$ cat src/rtl/uart_rx_pkg.sv
package uart_rx_pkg;
  // which source feeds the queue write port this cycle
  typedef enum logic [1:0] {
    WR_NONE = 2'd0,
    WR_HOLD = 2'd1,
    WR_LINE = 2'd2
  } wr_src_e;
endpackage

$ cat src/rtl/rx_char_fifo.sv
module rx_char_fifo #(
  parameter int DW    = 8,
  parameter int DEPTH = 3
) (
  input  logic                          clk_i,
  input  logic                          rst_ni,
  input  logic                          flush_i,
  input  logic                          wr_i,
  input  logic [DW-1:0]                 wr_data_i,
  input  logic                          rd_i,
  output logic [DW-1:0]                 head_o,
  output logic                          full_o,
  output logic                          empty_o
);
  localparam int AW = (DEPTH > 1) ? $clog2(DEPTH) : 1;
  localparam int CW = $clog2(DEPTH + 1);

  logic [DW-1:0] mem_q [DEPTH];
  logic [AW-1:0] wr_ptr_q, rd_ptr_q;
  logic [CW-1:0] cnt_q;
  logic          do_wr, do_rd;

  assign full_o  = (cnt_q == CW'(DEPTH));
  assign empty_o = (cnt_q == '0);
  assign do_wr   = wr_i && !full_o && !flush_i;
  assign do_rd   = rd_i && !empty_o && !flush_i;
  assign head_o  = mem_q[rd_ptr_q];

  function automatic logic [AW-1:0] ptr_inc(input logic [AW-1:0] p);
    return (p == AW'(DEPTH - 1)) ? '0 : p + AW'(1);
  endfunction

  for (genvar i = 0; i < DEPTH; i++) begin : g_slot
    always_ff @(posedge clk_i or negedge rst_ni) begin
      if (!rst_ni)                               mem_q[i] <= '0;
      else if (do_wr && wr_ptr_q == AW'(i))      mem_q[i] <= wr_data_i;
    end
  end

  always_ff @(posedge clk_i or negedge rst_ni) begin
    if (!rst_ni) begin
      wr_ptr_q <= '0;
      rd_ptr_q <= '0;
      cnt_q    <= '0;
    end else if (flush_i) begin
      wr_ptr_q <= '0;
      rd_ptr_q <= '0;
      cnt_q    <= '0;
    end else begin
      if (do_wr) wr_ptr_q <= ptr_inc(wr_ptr_q);
      if (do_rd) rd_ptr_q <= ptr_inc(rd_ptr_q);
      case ({do_wr, do_rd})
        2'b10:   cnt_q <= cnt_q + CW'(1);
        2'b01:   cnt_q <= cnt_q - CW'(1);
        default: cnt_q <= cnt_q;
      endcase
    end
  end

  // occupancy bound
  always_comb a_r3_cnt_bound: assert (!rst_ni || cnt_q <= CW'(DEPTH));

  a_r2_push_inc: assert property (@(posedge clk_i) disable iff (!rst_ni)
    (do_wr && !do_rd) |=> cnt_q == $past(cnt_q) + CW'(1));

  a_r3_full_hold: assert property (@(posedge clk_i) disable iff (!rst_ni)
    (full_o && !rd_i && !flush_i) |=> full_o);
endmodule

$ cat src/rtl/rx_hold_stage.sv
module rx_hold_stage #(
  parameter int DW = 8
) (
  input  logic          clk_i,
  input  logic          rst_ni,
  input  logic          flush_i,
  input  logic          load_i,
  input  logic [DW-1:0] load_data_i,
  input  logic          drain_i,
  input  logic          clr_err_i,
  output logic          vld_o,
  output logic [DW-1:0] data_o,
  output logic          overrun_o
);
  logic overwrite;

  // replacing a parked char that is not leaving this cycle loses it
  assign overwrite = load_i && vld_o && !drain_i && !flush_i;

  always_ff @(posedge clk_i or negedge rst_ni) begin
    if (!rst_ni) begin
      vld_o  <= 1'b0;
      data_o <= '0;
    end else if (flush_i) begin
      vld_o  <= 1'b0;
    end else if (load_i) begin
      vld_o  <= 1'b1;
      data_o <= load_data_i;
    end else if (drain_i) begin
      vld_o  <= 1'b0;
    end
  end

  always_ff @(posedge clk_i or negedge rst_ni) begin
    if (!rst_ni)        overrun_o <= 1'b0;
    else if (overwrite) overrun_o <= 1'b1;
    else if (clr_err_i) overrun_o <= 1'b0;
  end

  a_r4_overrun_sticky: assert property (@(posedge clk_i) disable iff (!rst_ni)
    (overrun_o && !clr_err_i) |=> overrun_o);

  a_r4_overwrite_sets: assert property (@(posedge clk_i) disable iff (!rst_ni)
    overwrite |=> overrun_o && vld_o);

  a_r9_clear: assert property (@(posedge clk_i) disable iff (!rst_ni)
    (clr_err_i && !overwrite) |=> !overrun_o);
endmodule

$ cat src/rtl/uart_rx_fifo.sv
module uart_rx_fifo
  import uart_rx_pkg::*;
#(
  parameter int DW    = 8,
  parameter int DEPTH = 3
) (
  input  logic          clk_i,
  input  logic          rst_ni,
  input  logic          char_vld_i,
  input  logic [DW-1:0] char_data_i,
  input  logic          rd_i,
  input  logic          rx_en_i,
  input  logic          err_clr_i,
  input  logic          irq_mask_i,
  output logic [DW-1:0] rd_data_o,
  output logic          rx_rdy_o,
  output logic          ffull_o,
  output logic          overrun_o,
  output logic          irq_o
);
  logic          en_q, flush, accept;
  logic          fifo_full, fifo_empty, fifo_wr;
  logic [DW-1:0] fifo_head, fifo_wdata;
  logic          hold_vld, hold_load;
  logic [DW-1:0] hold_data;
  logic          pend_q;
  wr_src_e       src;

  assign flush  = rx_en_i && !en_q;
  assign accept = char_vld_i && rx_en_i && !flush;

  // parked char is older than a fresh arrival, so it takes the slot first
  always_comb begin
    if (flush)                        src = WR_NONE;
    else if (hold_vld && !fifo_full)  src = WR_HOLD;
    else if (accept && !fifo_full)    src = WR_LINE;
    else                              src = WR_NONE;
  end

  assign fifo_wr    = (src != WR_NONE);
  assign fifo_wdata = (src == WR_HOLD) ? hold_data : char_data_i;
  assign hold_load  = accept && (src != WR_LINE);

  rx_char_fifo #(.DW(DW), .DEPTH(DEPTH)) i_fifo (
    .clk_i     (clk_i),
    .rst_ni    (rst_ni),
    .flush_i   (flush),
    .wr_i      (fifo_wr),
    .wr_data_i (fifo_wdata),
    .rd_i      (rd_i),
    .head_o    (fifo_head),
    .full_o    (fifo_full),
    .empty_o   (fifo_empty)
  );

  rx_hold_stage #(.DW(DW)) i_hold (
    .clk_i       (clk_i),
    .rst_ni      (rst_ni),
    .flush_i     (flush),
    .load_i      (hold_load),
    .load_data_i (char_data_i),
    .drain_i     (src == WR_HOLD),
    .clr_err_i   (err_clr_i),
    .vld_o       (hold_vld),
    .data_o      (hold_data),
    .overrun_o   (overrun_o)
  );

  always_ff @(posedge clk_i or negedge rst_ni) begin
    if (!rst_ni) begin
      en_q      <= 1'b0;
      rd_data_o <= '0;
      pend_q    <= 1'b0;
    end else begin
      en_q <= rx_en_i;
      if (rd_i) rd_data_o <= fifo_empty ? '0 : fifo_head;
      if (flush)        pend_q <= 1'b0;
      else if (fifo_wr) pend_q <= 1'b1;
      else if (rd_i)    pend_q <= 1'b0;
    end
  end

  assign rx_rdy_o = !fifo_empty;
  assign ffull_o  = fifo_full;
  assign irq_o    = pend_q && irq_mask_i;

  a_r6_empty_read_zero: assert property (@(posedge clk_i) disable iff (!rst_ni)
    (rd_i && !rx_rdy_o) |=> rd_data_o == '0);

  a_r7_data_stable: assert property (@(posedge clk_i) disable iff (!rst_ni)
    !rd_i |=> $stable(rd_data_o));

  a_r8_read_clears: assert property (@(posedge clk_i) disable iff (!rst_ni)
    (rd_i && !fifo_wr && !flush) |=> !irq_o);

  a_r10_flush_empties: assert property (@(posedge clk_i) disable iff (!rst_ni)
    flush |=> !rx_rdy_o && !irq_o);

  a_r10_disabled_ignored: assert property (@(posedge clk_i) disable iff (!rst_ni)
    (!rx_en_i && !rx_rdy_o) |=> !rx_rdy_o);
endmodule

$ cat config.mk
export PLATFORM = sky130hd
export DESIGN_NAME = uart_rx_fifo
export DESIGN_NICKNAME = d
export VERILOG_FILES = /design/src/rtl/uart_rx_pkg.sv /design/src/rtl/rx_char_fifo.sv /design/src/rtl/rx_hold_stage.sv /design/src/rtl/uart_rx_fifo.sv
export SDC_FILE = /design/constraint.sdc
export NUM_CORES = 1
export LEC_CHECK = 0
export ABC_AREA = 1
export CAP_MARGIN = 20
export CORE_MARGIN = 2
export CORE_UTILIZATION = 60
export DETAILED_ROUTE_END_ITERATION = 6
export PLACE_DENSITY = 0.92
export SETUP_SLACK_MARGIN = 0.4
export SLEW_MARGIN = 15
export SYNTH_ARGS = -nofsm -noshare
export SYNTH_HDL_FRONTEND = slang
export SYNTH_HIERARCHICAL = 1
export SYNTH_SLANG_ARGS = --single-unit
export TNS_END_PERCENT = 50
$ cat constraint.sdc
create_clock -name clk_i -period 4.1 [get_ports clk_i]
set_input_delay 0.41 -clock clk_i [delete_from_list [all_inputs] [get_ports clk_i]]
set_output_delay 0.41 -clock clk_i [all_outputs]
set_load 0.05 [all_outputs]
Word-level counts from Yosys, hierarchy flattened

Index checks and enable logic that the tools add are counted.

Add/subtract/negate cells: 4
Bitwise operators: 2
Multiplexer cells: 24
Eq/ne operators: 8
Magnitude comparators: 1
Reductions and logical operators: 32

Operator list:

| cell                  | number |
|---|---|
| $mux W8               | 4 |
| $mux W2               | 10 |
| $logic_and A1 B1 Y1   | 17 |
| $bmux W8 S2           | 1 |
| $reduce_bool A3 Y1    | 3 |
| $eq A2 B2 Y1 const B  | 4 |
| $mux W1               | 8 |
| $reduce_bool A2 Y1    | 4 |
| $add A2 B1 Y2 const B | 3 |
| $eq A2 B1 Y1 const B  | 3 |
| $logic_not A1 Y1      | 5 |
| $logic_not A2 Y1      | 2 |
| $pmux W2 S2           | 1 |
| $ge A3 B3 Y1 const B  | 1 |
| $not A2 Y3            | 1 |
| $ne A2 B2 Y1 const B  | 1 |
| $reduce_and A2 Y1     | 1 |
| $sub A2 B1 Y2 const B | 1 |
| $not A1 Y1            | 1 |

Output and inout port bits: 12
Flip-flop bits (word level): 50
Logic and storage cells: 83
Bits of input ports: 15

Depth between registers and ports, before layout

Depth in word-level cells: 14
Mapped depth: 14

By module

Netlist, hierarchy kept.

Modules (own cells, without submodules):

| module        | cells an instance | area an instance (um2) | instances |
|---|---|---|---|
| rx_char_fifo  | 169               | 1441.4                 | 1 |
| uart_rx_fifo  | 80                | 550.5                  | 1 |
| rx_hold_stage | 46                | 395.4                  | 1 |

Worst setup path before layout

No wires, ideal clock.

Path type: reg2reg
From: register i_fifo.cnt_q[0]
To: register i_fifo/mem_q[0] (netlist name)
Stages on the path, launching flop included: 13
Required time: 3974 ps
Path buffers: 2
Slack: 2106 ps
Arrival time: 1868 ps
Cell sequence: dfrtp_1 -> nand2_1 -> inv_1 -> inv_1 -> nand2_1 -> nor2_2 -> buf_6 -> nor2_4 -> inv_1 -> nand2_2 -> nor4_4 -> buf_6 -> o21ai_0

Word-level cells in the longest chain between the ends: 10
Elaborated cells on any way between the ends: 13

RTL lines:

| what                                 | line                                   | text |
|---|---|---|
| from (decl)                          | rx_char_fifo.sv:20                     | `logic [CW-1:0] cnt_q;` |
| from (signal assigned)               | rx_char_fifo.sv:53                     | `2'b10: cnt_q <= cnt_q + CW'(1);` |
| from (signal assigned)               | rx_char_fifo.sv:54                     | `2'b01: cnt_q <= cnt_q - CW'(1);` |
| from (signal assigned)               | rx_char_fifo.sv:55                     | `default: cnt_q <= cnt_q;` |
| $eq A2 B2 Y1 (*)                     | rx_char_fifo.sv:23                     | `assign full_o = (cnt_q == CW'(DEPTH));` |
| net ffull_o                          | uart_rx_fifo.sv:17                     | `output logic ffull_o,` |
| $logic_not A1 Y1 (*)                 | uart_rx_fifo.sv:35, uart_rx_fifo.sv:36 |  |
| $logic_and A1 B1 Y1                  | uart_rx_fifo.sv:36                     | `else if (accept && !fifo_full) src = WR_LINE;` |
| $mux W2                              | uart_rx_fifo.sv:36                     |  |
| $mux W2 (*)                          | uart_rx_fifo.sv:35                     | `else if (hold_vld && !fifo_full) src = WR_HOLD;` |
| $mux W2 (*)                          | uart_rx_fifo.sv:34                     | `if (flush) src = WR_NONE;` |
| $reduce_bool A2 Y1 (*)               | uart_rx_fifo.sv:40                     | `assign fifo_wr = (src != WR_NONE);` |
| net fifo_wr                          | uart_rx_fifo.sv:22                     | `logic fifo_full, fifo_empty, fifo_wr;` |
| $logic_and A1 B1 Y1 (*) (2 in a row) | rx_char_fifo.sv:25                     | `assign do_wr = wr_i && !full_o && !flush_i;` |
| $logic_and A1 B1 Y1 (*)              | rx_char_fifo.sv:36                     | `else if (do_wr && wr_ptr_q == AW'(i)) mem_q[i] <= wr_data_i;` |
| to (signal, indexed assignment)      | rx_char_fifo.sv:36                     |  |
| to (decl)                            | rx_char_fifo.sv:18                     | `logic [DW-1:0] mem_q [DEPTH];` |

The timed path passes the listed nets; every way through them passes the cells marked *.
A chain may end at the register's enable or synchronous reset.

Worst setup path after layout

From: register i_fifo.cnt_q[1]
To: output rx_rdy_o

Word-level cells in the longest chain between the ends: 2

RTL lines:

| what             | line               | text |
|---|---|---|
| $logic_not A2 Y1 | rx_char_fifo.sv:24 | `assign empty_o = (cnt_q == '0);` |
| net fifo_empty   | uart_rx_fifo.sv:22 |  |
| $logic_not A1 Y1 | uart_rx_fifo.sv:83 | `assign rx_rdy_o = !fifo_empty;` |
| to (decl)        | uart_rx_fifo.sv:16 | `output logic rx_rdy_o,` |

The timed path passes the listed nets, and every way through them passes these cells.

==> report_table.html <==
<table>
<tr><th>Metric</th><th>Value</th></tr>
<tr><th colspan="2">Synth</th></tr>
<tr><td>Synthesized Nets</td><td>310</td></tr>
<tr><td>Number of standard cells after synthesis</td><td>295</td></tr>
<tr><td>Top cell type's share of synthesized area</td><td>0.524</td></tr>
<tr><td>Sequential-to-total area share from yosys stat</td><td>0.524</td></tr>
<tr><td>Number of library cell types mapped by synthesis</td><td>18</td></tr>
<tr><td>Biggest area contributors in the synthesized netlist</td><td>sky130_fd_sc_hd__dfrtp_1 (52%), sky130_fd_sc_hd__nand2_1 (20%), sky130_fd_sc_hd__inv_1 (5.3%), sky130_fd_sc_hd__nand3_1 (5.0%), sky130_fd_sc_hd__o21ai_2 (2.6%)</td></tr>
<tr><td>Cell area after synthesis</td><td>2390 sq um</td></tr>
<tr><td>Post-synthesis register bit count</td><td>50</td></tr>
<tr><td>Mean instance size in the synthesized netlist</td><td>approximately 8.1 sq um</td></tr>
<tr><td>Yosys warnings</td><td>6</td></tr>
<tr><td>Library cell with the largest summed area after synthesis</td><td>sky130_fd_sc_hd__dfrtp_1</td></tr>
<tr><th colspan="2">Critical path</th></tr>
<tr><td>Crit path arrival time</td><td>2040 ps</td></tr>
<tr><td>Combined buffer and inverter count along the critical path</td><td>2</td></tr>
<tr><td>CP max-delay cell</td><td>sky130_fd_sc_hd__clkdlybuf4s50_1</td></tr>
<tr><td>Crit Reg-Reg Startpoint</td><td>i_fifo/cnt_q[0]</td></tr>
<tr><td>Worst Path Required</td><td>3690 ps</td></tr>
<tr><td>Ordered list of cells on the worst path</td><td>nor2_1 &gt; clkinv_1 &gt; clkdlybuf4s50_1</td></tr>
<tr><td>Critical path launch point type</td><td>flop</td></tr>
<tr><td>Register-to-Register Path Depth</td><td>10</td></tr>
<tr><td>Critical path's top delay family</td><td>buffers and inverters</td></tr>
<tr><td>Largest fanout of any net on the critical path</td><td>9</td></tr>
<tr><td>Instance count on the critical path</td><td>3</td></tr>
<tr><td>Kind of capture point of the worst setup path</td><td>output pin</td></tr>
<tr><td>Worst setup slack for register-to-register paths</td><td>1730 ps</td></tr>
<tr><td>Delay of the slowest cell on the worst path</td><td>~770 ps</td></tr>
<tr><td>Crit path kind</td><td>reg -&gt; out</td></tr>
<tr><td>End of the worst register-to-register path</td><td>i_fifo/mem_q[1]</td></tr>
<tr><th colspan="2">Placement</th></tr>
<tr><td>Count of placed standard cells including taps</td><td>364</td></tr>
<tr><td>Placed wire-length estimate</td><td>~3.3 mm</td></tr>
<tr><td>Count of input and output buffers</td><td>26</td></tr>
<tr><td>Routability congestion estimate from global placement</td><td>roughly 0.79</td></tr>
<tr><td>Cell area after placement</td><td>2650 sq um</td></tr>
<tr><th colspan="2">STA</th></tr>
<tr><td>Tmin final</td><td>2450 ps</td></tr>
<tr><td>Final number of setup-violating endpoints</td><td>0</td></tr>
<tr><td>Share of the clock period used by the worst path after layout</td><td>0.598</td></tr>
<tr><td>Max transition margin</td><td>0.455</td></tr>
<tr><td>Unrepaired setup endpoints after global routing</td><td>false</td></tr>
<tr><td>Skew final</td><td>12.9 ps</td></tr>
<tr><td>Max-slew violation count</td><td>0</td></tr>
<tr><td>Slew at the pin closest to its max-slew limit</td><td>between 800 and 900 ps</td></tr>
<tr><td>Number of endpoints with negative hold slack in the final report</td><td>0</td></tr>
<tr><td>Maximum achievable frequency</td><td>between 400 and 500 MHz</td></tr>
<tr><td>Setup Total Neg Slack</td><td>0 ps</td></tr>
<tr><th colspan="2">Cells and area</th></tr>
<tr><td>Number of antenna diodes</td><td>0</td></tr>
<tr><td>Proportion of layout cells with a drive suffix above 1</td><td>0.0957</td></tr>
<tr><td>Nets</td><td>~340</td></tr>
<tr><td>Layout Cell Area excl Fill</td><td>around 2800 sq um</td></tr>
<tr><td>Synth-to-Final Area Change</td><td>15.8%</td></tr>
<tr><td>Most common library cell in the layout ignoring fill and taps</td><td>sky130_fd_sc_hd__nand2_1</td></tr>
<tr><td>Leading cell types in the layout, fill and taps excluded</td><td>sky130_fd_sc_hd__nand2_1 (127), sky130_fd_sc_hd__dfrtp_1 (50), sky130_fd_sc_hd__inv_1 (34)</td></tr>
<tr><td>Final cell count without fillers</td><td>372</td></tr>
<tr><th colspan="2">Pwr</th></tr>
<tr><td>Total Power</td><td>approximately 1900 uW</td></tr>
<tr><td>Peak supply drop</td><td>0.326 mV</td></tr>
<tr><td>Total power per unit cell area</td><td>696 nW/um^2</td></tr>
<tr><td>LEAKAGE</td><td>0.00142 uW</td></tr>
<tr><th colspan="2">Floorplanning</th></tr>
<tr><td>I/O pin cnt</td><td>27</td></tr>
<tr><td>Core Region</td><td>3740 sq um</td></tr>
<tr><td>Floorplan row count</td><td>22</td></tr>
<tr><td>Die footprint</td><td>4500 sq um</td></tr>
<tr><td>Die outline width</td><td>67.1 um</td></tr>
<tr><td>DIE HEIGHT</td><td>67.1 um</td></tr>
<tr><td>Initial Utilization</td><td>0.638</td></tr>
<tr><th colspan="2">CTS</th></tr>
<tr><td>Hold-fix buffers, CTS</td><td>0</td></tr>
<tr><td>Post-CTS Setup Inserts</td><td>0</td></tr>
<tr><td>Clk root buf</td><td>sky130_fd_sc_hd__clkbuf_8</td></tr>
<tr><td>Total CTS buffers</td><td>5</td></tr>
<tr><td>Clock tree from TritonCTS</td><td>built</td></tr>
<tr><td>Clock transition time at the flip-flop clock pins of the worst setup and hold paths</td><td>100 ps</td></tr>
<tr><td>Clock sinks</td><td>50</td></tr>
<tr><td>Worst-skew pair later-pin latency</td><td>310 ps</td></tr>
<tr><td>Total of cells resized after clock tree synthesis</td><td>0</td></tr>
<tr><td>Buffers from clock root to sink, at most</td><td>2</td></tr>
<tr><td>Max H-tree Level</td><td>2</td></tr>
<tr><th colspan="2">Detailed routing</th></tr>
<tr><td>Total iterations of the first detailed-routing run</td><td>5</td></tr>
<tr><td>Post-route ant nets</td><td>0</td></tr>
<tr><td>Average detailed-routed wire length per instance</td><td>12.4 um</td></tr>
<tr><td>Vias after detailed routing</td><td>approximately 1900</td></tr>
<tr><td>Post-route DRC violation count</td><td>0</td></tr>
<tr><td>Via-per-instance ratio</td><td>5.13</td></tr>
<tr><td>Final wirelength</td><td>4.63 mm</td></tr>
<tr><td>Initial DRC count</td><td>approximately 180</td></tr>
<tr><th colspan="2">Global route</th></tr>
<tr><td>Overall fraction of global-route tracks in use</td><td>0.249</td></tr>
<tr><td>Global-route wire length before repair</td><td>a little over 8 mm</td></tr>
<tr><td>Maximum number of pins on one net before global-route repair</td><td>51</td></tr>
<tr><td>Antenna violations before repair</td><td>0</td></tr>
<tr><td>Vias in the first global route</td><td>1815</td></tr>
<tr><td>Overall overflow remaining after global route</td><td>0</td></tr>
<tr><th colspan="2">Status</th></tr>
<tr><td>Result of the run</td><td>complete, no violations</td></tr>
<tr><th colspan="2">Flow run</th></tr>
<tr><td># Max-Cap Violations</td><td>0</td></tr>
<tr><th colspan="2">Worst hold path</th></tr>
<tr><td>Path category of the worst min-delay check</td><td>in -&gt; async</td></tr>
</table>
-- power breakdown --
part | switching, uW | internal [uW] | total (uW)
logic | 512 | 260 | 771
clock network | 167 | 183 | 350
registers | 117 | 687 | 804
-- final cells by class --
type	instances	area, sq um
flip-flops and latches	50	1250
inverters	38	143
well taps	48	60.1
clock buffers	5	68.8
multi-input cells	202	941
fillers	306	978
clock inverters	3	43.8
repair buffers	26	258
-- registers in the layout, summed over array words and instances (netlist names) --
name / cells
rd_data_o: 8
pend_q: 1
i_fifo/mem_q: 24
i_hold/data_o: 8
i_fifo/wr_ptr_q: 2
i_fifo/rd_ptr_q: 2
i_hold/overrun_o: 1
i_hold/vld_o: 1
en_q: 1
i_fifo/cnt_q: 2
-- Yosys cell counts --
library cell,instances
sky130_fd_sc_hd__buf_4,1
sky130_fd_sc_hd__buf_6,4
sky130_fd_sc_hd__clkinv_1,2
sky130_fd_sc_hd__dfrtp_1,50
sky130_fd_sc_hd__inv_1,34
sky130_fd_sc_hd__inv_2,2
sky130_fd_sc_hd__nand2_1,127
sky130_fd_sc_hd__nand2_2,4
sky130_fd_sc_hd__nand3_1,24
sky130_fd_sc_hd__nand3_4,2
sky130_fd_sc_hd__nor2_1,7
sky130_fd_sc_hd__nor2_2,3
sky130_fd_sc_hd__nor2_4,3
sky130_fd_sc_hd__nor4_4,1
sky130_fd_sc_hd__o21ai_0,11
sky130_fd_sc_hd__o21ai_1,12
sky130_fd_sc_hd__o21ai_2,7
sky130_fd_sc_hd__o31ai_1,1
-- through the flow --
| stage | hold slack [ps] | setup slack [ps] | utilization |
|---|---|---|---|
| after floorplan | 114 | 2110 | - |
| after global placement | 461 | 1580 | 0.708 |
| after detailed placement | 465 | 1420 | 0.708 |
| after CTS | 328 | 1640 | 0.738 |
| after global routing | 140 | 1500 | 0.739 |
| final | 109 | 1650 | 0.739 |
-- logic make-up (layout without fill, tap and decap cells) --
| family | count (synthesis) | in the layout | synth area share |
|---|---|---|---|
| AO/OA/AOI/OAI | 31 | 31 | 0.0770 |
| AND/OR/NAND/NOR | 171 | 171 | 0.317 |
| flip-flops | 50 | 50 | 0.524 |
| buffers and inverters | 43 | 72 | 0.0818 |
-- layer usage --
layer / vias up / share of wire / global-route usage / wire length, um
met2: 64 / 0.49 / 0.382 / 2250
met5: - / 0 / 0 / 0
li1: 969 / - / - / -
met3: 4 / 0.054 / 0.0845 / 249
met4: 0 / 0.011 / 0.102 / 53
met1: 871 / 0.45 / 0.322 / 2080
-- worst reg2reg max path, delay by kind of cell, from the launching register on --
family | cells | cell delay, ps
AO/OA/AOI/OAI | 1 | 200
buffers and inverters | 3 | 250
flip-flops | 1 | 410
AND/OR/NAND/NOR | 6 | 1370
-- worst max-delay path by stage --
stage | startpoint | slack (ps) | to
5_1_grt | i_fifo/cnt_q[0] | 1500 | i_fifo/mem_q[2]
4_1_cts | i_fifo/cnt_q[1] | 1640 | rx_rdy_o
3_3_place_gp | rx_en_i | 1580 | i_fifo/mem_q[0]
3_5_place_dp | rx_en_i | 1420 | i_fifo/mem_q[2]
2_1_floorplan | i_fifo/cnt_q[0] | 2110 | i_fifo/mem_q[0]
6_report | i_fifo/cnt_q[1] | 1650 | rx_rdy_o
(Power assumes the default switching activity.)
